### config.mk
export PLATFORM = sky130hd
export DESIGN_NAME = zc_trigger
export DESIGN_NICKNAME = d
export VERILOG_FILES = /design/src/rtl/zc_pkg.sv /design/src/rtl/zc_sync.sv /design/src/rtl/zc_arm.sv /design/src/rtl/zc_pulse.sv /design/src/rtl/zc_trigger.sv
export SDC_FILE = /design/constraint.sdc
export NUM_CORES = 1
export LEC_CHECK = 0
export ABC_AREA = 0
export BUFFER_PORTS_ARGS = -buffer_cell sky130_fd_sc_hd__buf_2
export CAP_MARGIN = 20
export CORE_AREA = 2 2 39 41
export CTS_CLUSTER_DIAMETER = 120
export DETAILED_ROUTE_END_ITERATION = 16
export DIE_AREA = 0 0 41 43
export MAX_ROUTING_LAYER = met4
export PLACE_DENSITY = 0.74
export SLEW_MARGIN = 10
export SYNTH_ARGS = -nofsm -noshare
export SYNTH_HDL_FRONTEND = slang
export SYNTH_SLANG_ARGS = --single-unit
### constraint.sdc
create_clock -name clk -period 1.9 [get_ports clk]
set_input_delay 0.19 -clock clk [delete_from_list [all_inputs] [get_ports clk]]
set_output_delay 0.19 -clock clk [all_outputs]
set_load 0.005 [all_outputs]
### src/rtl/zc_pkg.sv
package zc_pkg;

  typedef struct packed {
    logic sign;
    logic above;
    logic below;
  } zc_in_t;

  localparam int ZC_IN_W = $bits(zc_in_t);

endpackage

### src/rtl/zc_sync.sv
module zc_sync #(
  parameter int WIDTH  = 3,
  parameter int STAGES = 2
) (
  input  logic             clk,
  input  logic             rst_n,
  input  logic [WIDTH-1:0] async_i,
  output logic [WIDTH-1:0] sync_o
);

  logic [WIDTH-1:0] stage_q [STAGES];

  genvar g;
  generate
    for (g = 0; g < STAGES; g++) begin : g_stage
      always_ff @(posedge clk or negedge rst_n) begin
        if (!rst_n) begin
          stage_q[g] <= '0;
        end else if (g == 0) begin
          stage_q[g] <= async_i;
        end else begin
          stage_q[g] <= stage_q[(g > 0) ? g-1 : 0];
        end
      end
    end
  endgenerate

  assign sync_o = stage_q[STAGES-1];

endmodule

### src/rtl/zc_arm.sv
module zc_arm
  import zc_pkg::*;
(
  input  logic   clk,
  input  logic   rst_n,
  input  zc_in_t zin,
  output logic   qual_o
);

  logic sign_d;
  logic arm_pos, arm_neg;
  logic rise, fall;

  assign rise = zin.sign & ~sign_d;
  assign fall = ~zin.sign & sign_d;

  // A falling crossing needs a prior positive excursion; a rising one a negative.
  assign qual_o = (rise & arm_neg) | (fall & arm_pos);

  always_ff @(posedge clk or negedge rst_n) begin
    if (!rst_n) begin
      sign_d  <= 1'b0;
      arm_pos <= 1'b0;
      arm_neg <= 1'b0;
    end else begin
      sign_d <= zin.sign;
      if (zin.above)   arm_pos <= 1'b1;
      else if (fall)   arm_pos <= 1'b0;
      if (zin.below)   arm_neg <= 1'b1;
      else if (rise)   arm_neg <= 1'b0;
    end
  end

  assert_fall_consumes_R5: assert property (@(posedge clk) disable iff (!rst_n)
    (fall && !zin.above) |=> !arm_pos);

  assert_rise_consumes_R6: assert property (@(posedge clk) disable iff (!rst_n)
    (rise && !zin.below) |=> !arm_neg);

  assert_qual_needs_arm_R4: assert property (@(posedge clk) disable iff (!rst_n)
    qual_o |-> (arm_pos || arm_neg));

endmodule

### src/rtl/zc_pulse.sv
module zc_pulse #(
  parameter int PULSE_TICKS = 25
) (
  input  logic clk,
  input  logic rst_n,
  input  logic start_i,
  output logic busy_o
);

  localparam int CW = (PULSE_TICKS > 2) ? $clog2(PULSE_TICKS) : 1;
  localparam int RW = $clog2(PULSE_TICKS + 1);
  localparam logic [CW-1:0] LOAD = CW'(PULSE_TICKS - 1);

  logic [CW-1:0] cnt;
  logic          busy;

  always_ff @(posedge clk or negedge rst_n) begin
    if (!rst_n) begin
      busy <= 1'b0;
      cnt  <= '0;
    end else if (busy) begin
      if (cnt == '0) busy <= 1'b0;
      else           cnt  <= cnt - 1'b1;
    end else if (start_i) begin
      busy <= 1'b1;
      cnt  <= LOAD;
    end
  end

  assign busy_o = busy;

  // Length of the current high run, used only by the width check.
  logic [RW-1:0] run_len;
  always_ff @(posedge clk or negedge rst_n) begin
    if (!rst_n)    run_len <= '0;
    else if (busy) run_len <= run_len + 1'b1;
    else           run_len <= '0;
  end

  assert_width_exact_R2: assert property (@(posedge clk) disable iff (!rst_n)
    (!busy && run_len != '0) |-> (run_len == RW'(PULSE_TICKS)));

  assert_no_restart_R7: assert property (@(posedge clk) disable iff (!rst_n)
    (busy && start_i && cnt != '0) |=> (busy && cnt == $past(cnt) - 1'b1));

endmodule

### src/rtl/zc_trigger.sv
module zc_trigger
  import zc_pkg::*;
#(
  parameter int PULSE_TICKS = 25,
  parameter int SYNC_STAGES = 2
) (
  input  logic clk,
  input  logic rst_n,
  input  logic zc_sign_i,
  input  logic zc_above_i,
  input  logic zc_below_i,
  input  logic data_i,
  output logic fire_o
);

  zc_in_t raw, synced;
  logic   qual, start;

  assign raw.sign  = zc_sign_i;
  assign raw.above = zc_above_i;
  assign raw.below = zc_below_i;

  zc_sync #(.WIDTH(ZC_IN_W), .STAGES(SYNC_STAGES)) u_sync (
    .clk(clk), .rst_n(rst_n), .async_i(raw), .sync_o(synced)
  );

  zc_arm u_arm (
    .clk(clk), .rst_n(rst_n), .zin(synced), .qual_o(qual)
  );

  assign start = qual & data_i;

  zc_pulse #(.PULSE_TICKS(PULSE_TICKS)) u_pulse (
    .clk(clk), .rst_n(rst_n), .start_i(start), .busy_o(fire_o)
  );

  assert_fire_needs_data_R5: assert property (@(posedge clk) disable iff (!rst_n)
    $rose(fire_o) |-> $past(data_i));

  assert_fire_needs_qual_R4: assert property (@(posedge clk) disable iff (!rst_n)
    $rose(fire_o) |-> $past(qual));

endmodule

==> reports/qor_table.md, run 1 <==
| Quantity | Reported |
|:---|:---|
| Kind of capture point of the worst setup path | flip-flop |
| Pwr dens | 1350 nW/um2 |
| Biggest area contributors in the synthesized netlist | sky130_fd_sc_hd__dfrtp_1 63%, sky130_fd_sc_hd__o21ai_0 3.4%, sky130_fd_sc_hd__inv_1 3.2% |
| Net count after synthesis | 56 |
| Overall die area | 1760 um2 |
| Mean Syn Cell Area | 12.1 um2 |
| Skew final | 0.00690 ns |
| Fraction of final layout cells with drive strength greater than 1 | 0.203 |
| Syn-to-layout area delta | 13.7% |
| Max Cap Violations | 0 |
| Class of the worst hold path | in -> reg |
| Crit Path Class | reg -> reg |
| Max VDD drop | 0.000852 V |
| Number of search-and-repair iterations in the first detailed-routing pass | 4 |
| Sequential share of the synthesized area | 0.634 |
| Number of vias per cell after detailed routing | 5.12 |
| Worst EP required | 2.04 ns |
| Wirelength per Cell | 11.3 um |
| Setup violators final | 0 |
| Library cell with the largest summed area after synthesis | sky130_fd_sc_hd__dfrtp_1 |
| Port Buf Inserts | 6 |
| Diode insertion count for antenna repair | 0 |
| Run status | finished clean |
| Reg2Reg Launch Point | u_pulse.cnt[0]$_DFFE_PN0P_ |
| Top-level port count | 7 |
| Async set-reset flop share out of synthesis | 1.00 |
| Area of the core | 1380 um2 |
| Maximum achievable frequency | 0.643 GHz |
| Fin. max-slew vios | 0 |
| Number of global-route vias before repair | 416 |
| Most used flip-flop cell after synthesis | sky130_fd_sc_hd__dfrtp_1 |
| Global-route wire length before repair | 1560 um |
| Hold depth | 1 |
| Kind of start point of the critical path | flip-flop |
| Overall fraction of global-route tracks in use | 0.132 |
| Pin count of the biggest net entering global routing | 16 |
| Detail Placement HPWL | 668 um |
| Largest fanout on the critical path | 4 |
| Number of nets in the layout | 67 |
| Number of synthesis warnings | 0 |
| Total CTS buffers | 3 |
| GR Overflow Total | 0 |
| Leakage power summed over all cells | 0.303 nW |
| Worst-case clock buffer depth | 2 |
| DRC errors left | 0 |
| Remaining antenna violation count | 0 |
| Setup crit start | u_pulse.cnt[0]$_DFFE_PN0P_ |
| Die extent in x | 41 um |
| RR Endpoint | u_pulse.cnt[2]$_DFFE_PN0P_ |
| Power, Total | 0.000911 W |
| Most numerous cell in the Yosys netlist | sky130_fd_sc_hd__dfrtp_1 |
| Library cells used by synthesis | 19 |
| Synthesized instance count | 49 |
| Number of design-rule violations left by the first detailed-router iteration | 3 |
| R2r setup slk | 0.34 ns |
| Post-Route WL | 850 um |
| Post-synth EDFFs | 0 |
| Unrepaired setup endpoints after global routing | false |
| End of the critical path | u_pulse.cnt[2]$_DFFE_PN0P_ |
| Number of antenna violations at the first check in global routing | 0 |
| Slew at the pin closest to its max-slew limit | 0.418 ns |
| Number of placement rows | 14 |
| Final Cycle Share | 0.819 |
| Vias | 384 |
| Area share of the largest cell type after synthesis | 0.634 |
| Min Clock Period, post-route | 1.56 ns |
| Critical path arrival | 1.69 ns |
| Endpoints failing hold | 0 |
| Weighted congestion reported at the end of routability-driven placement | 0.869 |
| Reg clk slew, reported paths | 0.08 ns |
| Height of the chip | 43 um |
| Ranking of synthesized cells by instance count | 15 x sky130_fd_sc_hd__dfrtp_1, 5 x sky130_fd_sc_hd__inv_1, 4 x sky130_fd_sc_hd__nand2_1, 4 x sky130_fd_sc_hd__o21ai_0, 3 x sky130_fd_sc_hd__nand2b_1 |
| Headroom to the max-slew limit | 0.720 |
| Clk Tree Root Cell | sky130_fd_sc_hd__clkbuf_4 |
| Flip-flop and latch count after synthesis | 15 |
| Skew-Pair Late Insertion Delay | 0.27 ns |
| Synthesized cell area | 592 um2 |
| Total negative slack for setup checks | 0 ns |
| FILL cells | 130 |
| Effective utilization at floorplan | 0.428 |
| Path depth of the worst reg2reg path | 5 |
| CTS sink cnt | 15 |
| Clock tree from TritonCTS | built |
| # H-tree levels | 1 |
-- worst min-delay path by stage --
stage | startpoint | end | slack, ns
floorplan | rst_n | u_arm.arm_neg$_DFFE_PN0P_ | -0.11
global placement | rst_n | u_sync.stage_q[3]$_DFF_PN0_ | 0.1
detailed placement | rst_n | u_sync.stage_q[5]$_DFF_PN0_ | 0.10
CTS | zc_above_i | u_sync.stage_q[4]$_DFF_PN0_ | 0.02
global route | zc_above_i | u_sync.stage_q[4]$_DFF_PN0_ | 0.01
finish | zc_above_i | u_sync.stage_q[4]$_DFF_PN0_ | 0.02
-- final cells by class --
cell class	instances	area [um2]	share of cell area
Clock buffer	4	26.3	0.0390
Inverter	5	18.8	0.0279
Multi-Input combinational cell	28	193	0.286
Sequential cell	15	375	0.558
Tap cell	16	20.0	0.0297
Timing Repair Buffer	7	40.0	0.0595
-- state kept, by name, indices dropped and copies added, names as in the netlist --
signal	count
u_sync.stage_q	3
u_sync.sync_o	3
u_arm.arm_neg	1
u_arm.sign_d	1
u_pulse.busy_o	1
u_arm.arm_pos	1
u_pulse.cnt	5
-- critical path: stages (launching register included) --
cell and delay (ns):
sky130_fd_sc_hd__dfrtp_1 0.40, sky130_fd_sc_hd__inv_1 0.08, sky130_fd_sc_hd__ha_1 0.21, sky130_fd_sc_hd__or4b_4 0.50, sky130_fd_sc_hd__nand2_1 0.14, sky130_fd_sc_hd__o22ai_1 0.09
-- where the power goes --
| group | total (W) | switching [W] | internal, W |
|---|---|---|---|
| Combinational | 0.000264 | 0.000130 | 0.000135 |
| Clock | 0.000166 | 0.0000845 | 0.0000811 |
| Sequential | 0.000481 | 0.0000860 | 0.000395 |
| Total | 0.000911 | 0.000300 | 0.000611 |
-- layer usage --
metal	wire [um]	vias to the layer above	track usage	part of all wire
met4	0	0	0.0533	0
met2	445	8	0.209	0.52
met1	378	188	0.155	0.44
met3	26	0	0.0314	0.031
li1	-	188	-	-
met5	0	-	-	0
-- what timing repair did --
| item | 4_1_cts | 5_1_grt |
|---|---|---|
| gates resized for setup | 0 | 0 |
| hold buffers | 1 | 0 |
| buffers inserted | 0 | 0 |
| endpoints found under the hold margin | 15 | 0 |
-- metrics by stage --
stage | cells | worst slack (ns) | area (um2) | hold slack (ns) | util
floorplan | 49 | 0.489 | 592 | -0.106 | -
finish | 75 | 0.344 | 673 | 0.0197 | 0.486
global route | 75 | 0.245 | 673 | 0.0146 | 0.486
global placement | 70 | 0.406 | 637 | 0.0998 | 0.460
CTS | 75 | 0.367 | 673 | 0.0162 | 0.486
detailed placement | 70 | 0.375 | 637 | 0.100 | 0.460
-- logic make-up (layout without fill, tap and decap cells) --
kind of cell | count (synthesis) | count (layout) | share of synthesized area
flops | 15 | 15 | 0.634
simple gates | 14 | 14 | 0.146
compound gates | 12 | 12 | 0.144
buf+inv | 6 | 16 | 0.0402
fa+ha+maj | 1 | 1 | 0.0211
xor+xnor | 1 | 1 | 0.0148
-- cell usage in the layout, fill, tap and decap left out --
master,Yosys,final
sky130_fd_sc_hd__a22oi_2,1,1
sky130_fd_sc_hd__or4b_4,1,1
sky130_fd_sc_hd__a211o_1,1,1
sky130_fd_sc_hd__a21o_1,2,2
sky130_fd_sc_hd__inv_1,5,5
sky130_fd_sc_hd__nand3_1,1,1
sky130_fd_sc_hd__nor3_1,2,2
sky130_fd_sc_hd__nor4b_1,1,1
sky130_fd_sc_hd__o22ai_1,2,2
sky130_fd_sc_hd__ha_1,1,1
sky130_fd_sc_hd__dlygate4sd3_1,0,1
sky130_fd_sc_hd__clkbuf_1,0,1
sky130_fd_sc_hd__a21oi_2,1,1
sky130_fd_sc_hd__dfrtp_1,15,15
sky130_fd_sc_hd__a211oi_1,1,1
sky130_fd_sc_hd__nand2b_1,3,3
sky130_fd_sc_hd__buf_2,1,6
sky130_fd_sc_hd__nand2_1,4,4
sky130_fd_sc_hd__o21ai_0,4,4
sky130_fd_sc_hd__xnor2_1,1,1
sky130_fd_sc_hd__nand3b_1,2,2
sky130_fd_sc_hd__clkbuf_4,0,3
Note: power is estimated with default switching activity, not from simulation.
==> inputs of run 2 (changes only) <==
Settings changed: PLACE_DENSITY 0.74 to 0.76.
Clock period 1.9 ns to 1.2 ns, I/O delays scaled along.
==> run 2 against run 1 <==
Net effect:
- the run now ends with negative setup slack left
- combinational power increased to 3.2 times the previous value
- clock-buffer cell count fell by 1
- clock skew is 0.00055 ns higher
- fmax increased by 12%
- critical path type unchanged
- critical endpoint is now u_pulse.cnt[3]$_DFFE_PN0P_
- largest power group is now combinational cells
==> reports/qor_table.md, run 2 (synthesis results as in run 1) <==
| Quantity | Reported |
|:---|:---|
| Fraction of final layout cells with drive strength greater than 1 | 0.446 |
| Port Buf Inserts | 6 |
| Height of the chip | 43 um |
| Min Clock Period, post-route | 1.39 ns |
| Pin count of the biggest net entering global routing | 16 |
| Cell type of the slowest stage on the worst timing path | sky130_fd_sc_hd__or4b_4 |
| Clock tree from TritonCTS | built |
| Reg clk slew, reported paths | 0.10 ns |
| Hold Path Sink | u_pulse.busy_o$_DFF_PN0_ |
| Max VDD drop | 0.00119 V |
| Final critical-path setup slack | -0.192 ns |
| Critical path cell sequence | inv_2, ha_4, or4b_4, a21oi_2, a22oi_2 |
| Largest fanout on the critical path | 3 |
| Worst-case clock buffer depth | 2 |
| Detail Placement HPWL | 770 um |
| Unrepaired setup endpoints after global routing | true |
| Critical path arrival | 1.57 ns |
| Biggest register | u_pulse.cnt |
| Most frequent cells in the layout | 15 x sky130_fd_sc_hd__dfrtp_1, 12 x sky130_fd_sc_hd__buf_4, 6 x sky130_fd_sc_hd__buf_2 |
| Reg2Reg Launch Point | u_pulse.cnt[1]$_DFFE_PN0P_ |
| Total negative slack for setup checks | -0.807 ns |
| Weighted congestion reported at the end of routability-driven placement | 0.764 |
| Class of the worst hold path | in -> reg |
| Number of nets in the layout | 82 |
| Number of placement rows | 14 |
| Total CTS buffers | 3 |
| Wirelength per Cell | 11.7 um |
| Setup slack after placement | -0.198 ns |
| RR Endpoint | u_pulse.cnt[3]$_DFFE_PN0P_ |
| Run status | complete, but fails checks |
| Violations in the final reports | negative setup slack |
| Pwr dens | 2200 nW/um2 |
| Top-level port count | 7 |
| Highest cell delay on the worst timing path | 0.49 ns |
| Global-route wire length before repair | 1820 um |
| Final core occ | 0.601 |
| Number of antenna violations at the first check in global routing | 0 |
| Post-Place Cell Area | 732 um2 |
| Number of design-rule violations left by the first detailed-router iteration | 7 |
| Kind of start point of the critical path | flip-flop |
| Area of the core | 1380 um2 |
| Slew at the pin closest to its max-slew limit | 0.321 ns |
| Diode insertion count for antenna repair | 0 |
| DRC errors left | 0 |
| Setup violators final | 5 |
| Area of all placed cells without fillers | 832 um2 |
| Hold depth | 4 |
| Vias | 449 |
| Headroom to the max-slew limit | 0.786 |
| Die extent in x | 41 um |
| Syn-to-layout area delta | 40.6% |
| Effective utilization at floorplan | 0.428 |
| Skew-Pair Late Insertion Delay | 0.29 ns |
| Fin. max-slew vios | 0 |
| Power, Total | 0.00183 W |
| Number of search-and-repair iterations in the first detailed-routing pass | 4 |
| # H-tree levels | 1 |
| Maximum achievable frequency | 0.719 GHz |
| Overall die area | 1760 um2 |
| Post-Route WL | 1060 um |
| GR Overflow Total | 0 |
| Endpoints failing hold | 0 |
| R2r setup slk | -0.19 ns |
| Skew final | 0.00746 ns |
| Remaining antenna violation count | 0 |
| CTS sink cnt | 15 |
| Leakage power summed over all cells | 0.377 nW |
| Hold_sp | data_i |
| Overall fraction of global-route tracks in use | 0.162 |
| Worst EP required | 1.38 ns |
| Path depth of the worst reg2reg path | 5 |
| Number of flip-flops in the largest register | 5 |
| Final Cycle Share | 1.16 |
| Kind of capture point of the worst setup path | flip-flop |
| FILL cells | 115 |
| Number of vias per cell after detailed routing | 4.99 |
| Most common cell after layout, fill and taps aside | sky130_fd_sc_hd__dfrtp_1 |
| Crit Path Class | reg -> reg |
| Max Cap Violations | 0 |
| Clk Tree Root Cell | sky130_fd_sc_hd__clkbuf_4 |
| Number of global-route vias before repair | 433 |
## run 2: cell types whose count changed in the layout (fill, tap and decap cells not counted), sizes merged
cell / change
clkinvlp: +1
clkbuf: -1
buf: +12
dlygate4sd3: +3
## run 2: area by class of cell
class / count / area (um2) / share of cell area
flip-flops and latches: 15 / 375 / 0.451
multi-input cells: 28 / 228 / 0.274
repair buffers: 22 / 160 / 0.192
clock buffers: 3 / 22.5 / 0.0271
well taps: 16 / 20.0 / 0.0241
inverters: 5 / 18.8 / 0.0226
clock inverters: 1 / 7.51 / 0.00902
## run 2: layer usage
metal  up-vias  share of wire  track usage  wire, um
met3         2          0.057       0.0785        60
met1       216           0.44        0.195       468
met4         0          0.010       0.0400        11
met2        11           0.49        0.241       514
li1        220              -            -         -
met5         -              0            -         0
## run 2: how the worst max path moves through the flow
stage | depth (start not counted) | endpoint | slack [ns] | startpoint
CTS | 5 | u_pulse.cnt[3]$_DFFE_PN0P_ | -0.20 | u_pulse.cnt[1]$_DFFE_PN0P_
detailed placement | 5 | u_pulse.cnt[3]$_DFFE_PN0P_ | -0.20 | u_pulse.cnt[1]$_DFFE_PN0P_
global placement | 5 | u_pulse.cnt[3]$_DFFE_PN0P_ | -0.17 | u_pulse.cnt[1]$_DFFE_PN0P_
floorplan | 5 | u_pulse.cnt[3]$_DFFE_PN0P_ | -0.17 | u_pulse.cnt[0]$_DFFE_PN0P_
global route | 5 | u_pulse.cnt[3]$_DFFE_PN0P_ | -0.29 | u_pulse.cnt[1]$_DFFE_PN0P_
finish | 5 | u_pulse.cnt[3]$_DFFE_PN0P_ | -0.19 | u_pulse.cnt[1]$_DFFE_PN0P_
## run 2: where the power goes
| part | switching, W | leakage, nW | internal [W] |
|---|---|---|---|
| sequential | 0.0000720 | 0.171 | 0.000626 |
| combinational | 0.000391 | 0.193 | 0.000447 |
| clock | 0.000167 | 0.0139 | 0.000127 |
| total | 0.000630 | 0.377 | 0.00120 |
## run 2: what timing repair did
action / 4_1_cts / 5_1_grt
setup endpoints to repair: 5 / 6
endpoints found under the hold margin: 18 / 0
pin swaps: 1 / 0
hold buffers: 4 / 0
setup buffers: 2 / 0
resized for setup: 1 / 4
## run 2: critical path: cells and delay by family (launching register included)
family,cells,cell delay [ns]
simple gates,1,0.49
compound gates,2,0.20
buf+inv,1,0.07
fa+ha+maj,1,0.12
flops,1,0.41
## run 2: stage by stage
stage,std cells,hold WS (ns)
4_1_cts,90,0.217
5_1_grt,90,0.247
2_1_floorplan,49,-0.176
3_5_place_dp,80,0.0331
6_report,90,0.231
3_3_place_gp,80,0.0336
==> inputs of run 3 (changes only) <==
Settings changed: PLACE_DENSITY 0.76 to 0.74.
Clock period 1.2 ns to 1.5 ns, I/O delays scaled along.
==> run 3 against run 2 <==
Net effect:
- routed wire length is 11% lower
- total power is 30% lower
- die area stayed put
- utilization is 6.1 points lower
- combinational power is 45% lower
- global-route usage is 1.8 points lower
- worst setup slack better by 0.25 ns
- flip-flop and latch count stayed put
- the flow now finishes without violations
- clock power is 27% lower
- worst hold slack better by 0.030 ns
==> reports/qor_table.md, run 3 (synthesis results as in run 1) <==
| Quantity | Reported |
|:---|:---|
| Run status | finished clean |
| Final Non-Filler Cells | 82 |
| Weighted congestion reported at the end of routability-driven placement | 0.864 |
| Critical path arrival | 1.57 ns |
| Diode insertion count for antenna repair | 0 |
| Post-route worst hold slack | 0.261 ns |
| Clk Tree Root Cell | sky130_fd_sc_hd__clkbuf_4 |
| Hold depth | 4 |
| Number of placement rows | 14 |
| Port Buf Inserts | 6 |
| Class of the worst hold path | in -> reg |
| Met3 track demand over resource | 0.0209 |
| FILL cells | 122 |
| Syn-to-layout area delta | 26.2% |
| Largest fanout on the critical path | 3 |
| RR Endpoint | u_pulse.cnt[2]$_DFFE_PN0P_ |
| Top-level port count | 7 |
| Wirelength per Cell | 11.5 um |
| Crit Path Class | reg -> reg |
| Global-route wire length before repair | 1680 um |
| Kind of start point of the critical path | flip-flop |
| Final Cycle Share | 0.958 |
| Maximum achievable frequency | 0.696 GHz |
| Max Cap Violations | 0 |
| Area of all placed cells without fillers | 747 um2 |
| DRC errors left | 0 |
| Total placed cells including tap cells | 72 |
| Fin. max-slew vios | 0 |
| Min Clock Period, post-route | 1.44 ns |
| Max VDD drop | 0.000912 V |
| Critical path cell sequence | inv_2, ha_1, or4b_4, nand2_4, o22ai_1 |
| Effective utilization at floorplan | 0.428 |
| Number of global-route vias before repair | 443 |
| Met2 global-route usage | 0.216 |
| Met1 track demand over resource in global routing | 0.175 |
| Number of antenna violations at the first check in global routing | 0 |
| Total CTS buffers | 3 |
| Skew-Pair Late Insertion Delay | 0.27 ns |
| Leakage power summed over all cells | 0.335 nW |
| GR Overflow Total | 0 |
| Pin count of the biggest net entering global routing | 16 |
| Most frequent cells in the layout | 15 x sky130_fd_sc_hd__dfrtp_1, 6 x sky130_fd_sc_hd__buf_2, 4 x sky130_fd_sc_hd__dlygate4sd3_1, 4 x sky130_fd_sc_hd__buf_4 |
| Hold_sp | data_i |
| Height of the chip | 43 um |
| Highest-utilization routing layer at the global route stage | met2 |
| Total negative slack for setup checks | 0 ns |
| Number of buffer and inverter instances along the worst setup path | 1 |
| Remaining antenna violation count | 0 |
| Number of search-and-repair iterations in the first detailed-routing pass | 4 |
| # H-tree levels | 1 |
| Kind of capture point of the worst setup path | flip-flop |
| Die extent in x | 41 um |
| Area taken by flip-flops and latches | 375 um2 |
| Overall fraction of global-route tracks in use | 0.145 |
| Endpoints failing hold | 0 |
| Multi-input gate area | 206 um2 |
| Overall die area | 1760 um2 |
| Detail Placement HPWL | 669 um |
| Gate family responsible for the most delay along the worst path | simple AND/OR/NAND/NOR gates |
| Cell type of the slowest stage on the worst timing path | sky130_fd_sc_hd__or4b_4 |
| Worst-case clock buffer depth | 2 |
| Biggest register | u_pulse.cnt |
| Setup violators final | 0 |
| Post-Route WL | 943 um |
| Number of vias per cell after detailed routing | 5.21 |
| R2r setup slk | 0.06 ns |
| Fraction of final layout cells with drive strength greater than 1 | 0.303 |
| Path depth of the worst reg2reg path | 5 |
| Area of the core | 1380 um2 |
| Highest cell delay on the worst timing path | 0.50 ns |
| Pwr dens | 1720 nW/um2 |
| Worst EP required | 1.63 ns |
| Reg2Reg Launch Point | u_pulse.cnt[0]$_DFFE_PN0P_ |
| Number of flip-flops in the largest register | 5 |
| Skew final | 0.00482 ns |
| Vias | 427 |
| Most common cell after layout, fill and taps aside | sky130_fd_sc_hd__dfrtp_1 |
| Number of nets in the layout | 74 |
| Headroom to the max-slew limit | 0.678 |
| Number of design-rule violations left by the first detailed-router iteration | 4 |
| Clock tree from TritonCTS | built |
| Slew at the pin closest to its max-slew limit | 0.481 ns |
| Hold Path Sink | u_pulse.busy_o$_DFF_PN0_ |
| Post-Place Cell Area | 652 um2 |
| Reg clk slew, reported paths | 0.08 ns |
| CTS sink cnt | 15 |
| Power, Total | 0.00128 W |
## run 3: timing repair
action / CTS / global route
setup buffers: 0 / 2
hold endpoints to repair: 18 / 0
resized for setup: 0 / 6
hold buffers: 4 / 0
endpoints found under the setup margin: 0 / 5
## run 3: tightest hold or removal path, delay by kind of cell
kind	cells	cell delay, ns
and+or+nand+nor	1	0.06
buffers and inverters	2	0.15
AOI/OAI and AO/OA	1	0.14
## run 3: metrics by stage
step / setup slack, ns / utilization
2_1_floorplan: 0.0888 / -
3_3_place_gp: 0.0792 / 0.471
3_5_place_dp: 0.0307 / 0.471
4_1_cts: 0.00953 / 0.519
5_1_grt: -0.0209 / 0.540
6_report: 0.0627 / 0.540
## run 3: routing by layer
layer | routed length [um] | up-vias
li1 | - | 205
met1 | 406 | 212
met2 | 499 | 8
met3 | 32 | 2
met4 | 4 | 0
met5 | 0 | -
## run 3: final cells by class
class,instances,area share
sequential,15,0.503
multi-input combinational,28,0.276
timing repair buffer,14,0.134
clock buffer,4,0.0352
tap,16,0.0268
inverter,5,0.0251
## run 3: power breakdown
part           internal [W]  switching [W]  total, W
Sequential         0.000500       0.000108  0.000608
Combinational      0.000250       0.000208  0.000458
Clock              0.000103       0.000113  0.000216
Total              0.000854       0.000428   0.00128
## run 3: worst max path at each step
stage / from / cells after the start / to
floorplan: u_pulse.cnt[0]$_DFFE_PN0P_ / 5 / u_pulse.cnt[3]$_DFFE_PN0P_
global placement: u_pulse.cnt[0]$_DFFE_PN0P_ / 5 / u_pulse.cnt[1]$_DFFE_PN0P_
detailed placement: u_pulse.cnt[0]$_DFFE_PN0P_ / 5 / u_pulse.cnt[2]$_DFFE_PN0P_
CTS: u_pulse.cnt[0]$_DFFE_PN0P_ / 5 / u_pulse.cnt[2]$_DFFE_PN0P_
global route: u_pulse.cnt[0]$_DFFE_PN0P_ / 5 / u_pulse.cnt[3]$_DFFE_PN0P_
finish: u_pulse.cnt[0]$_DFFE_PN0P_ / 5 / u_pulse.cnt[2]$_DFFE_PN0P_
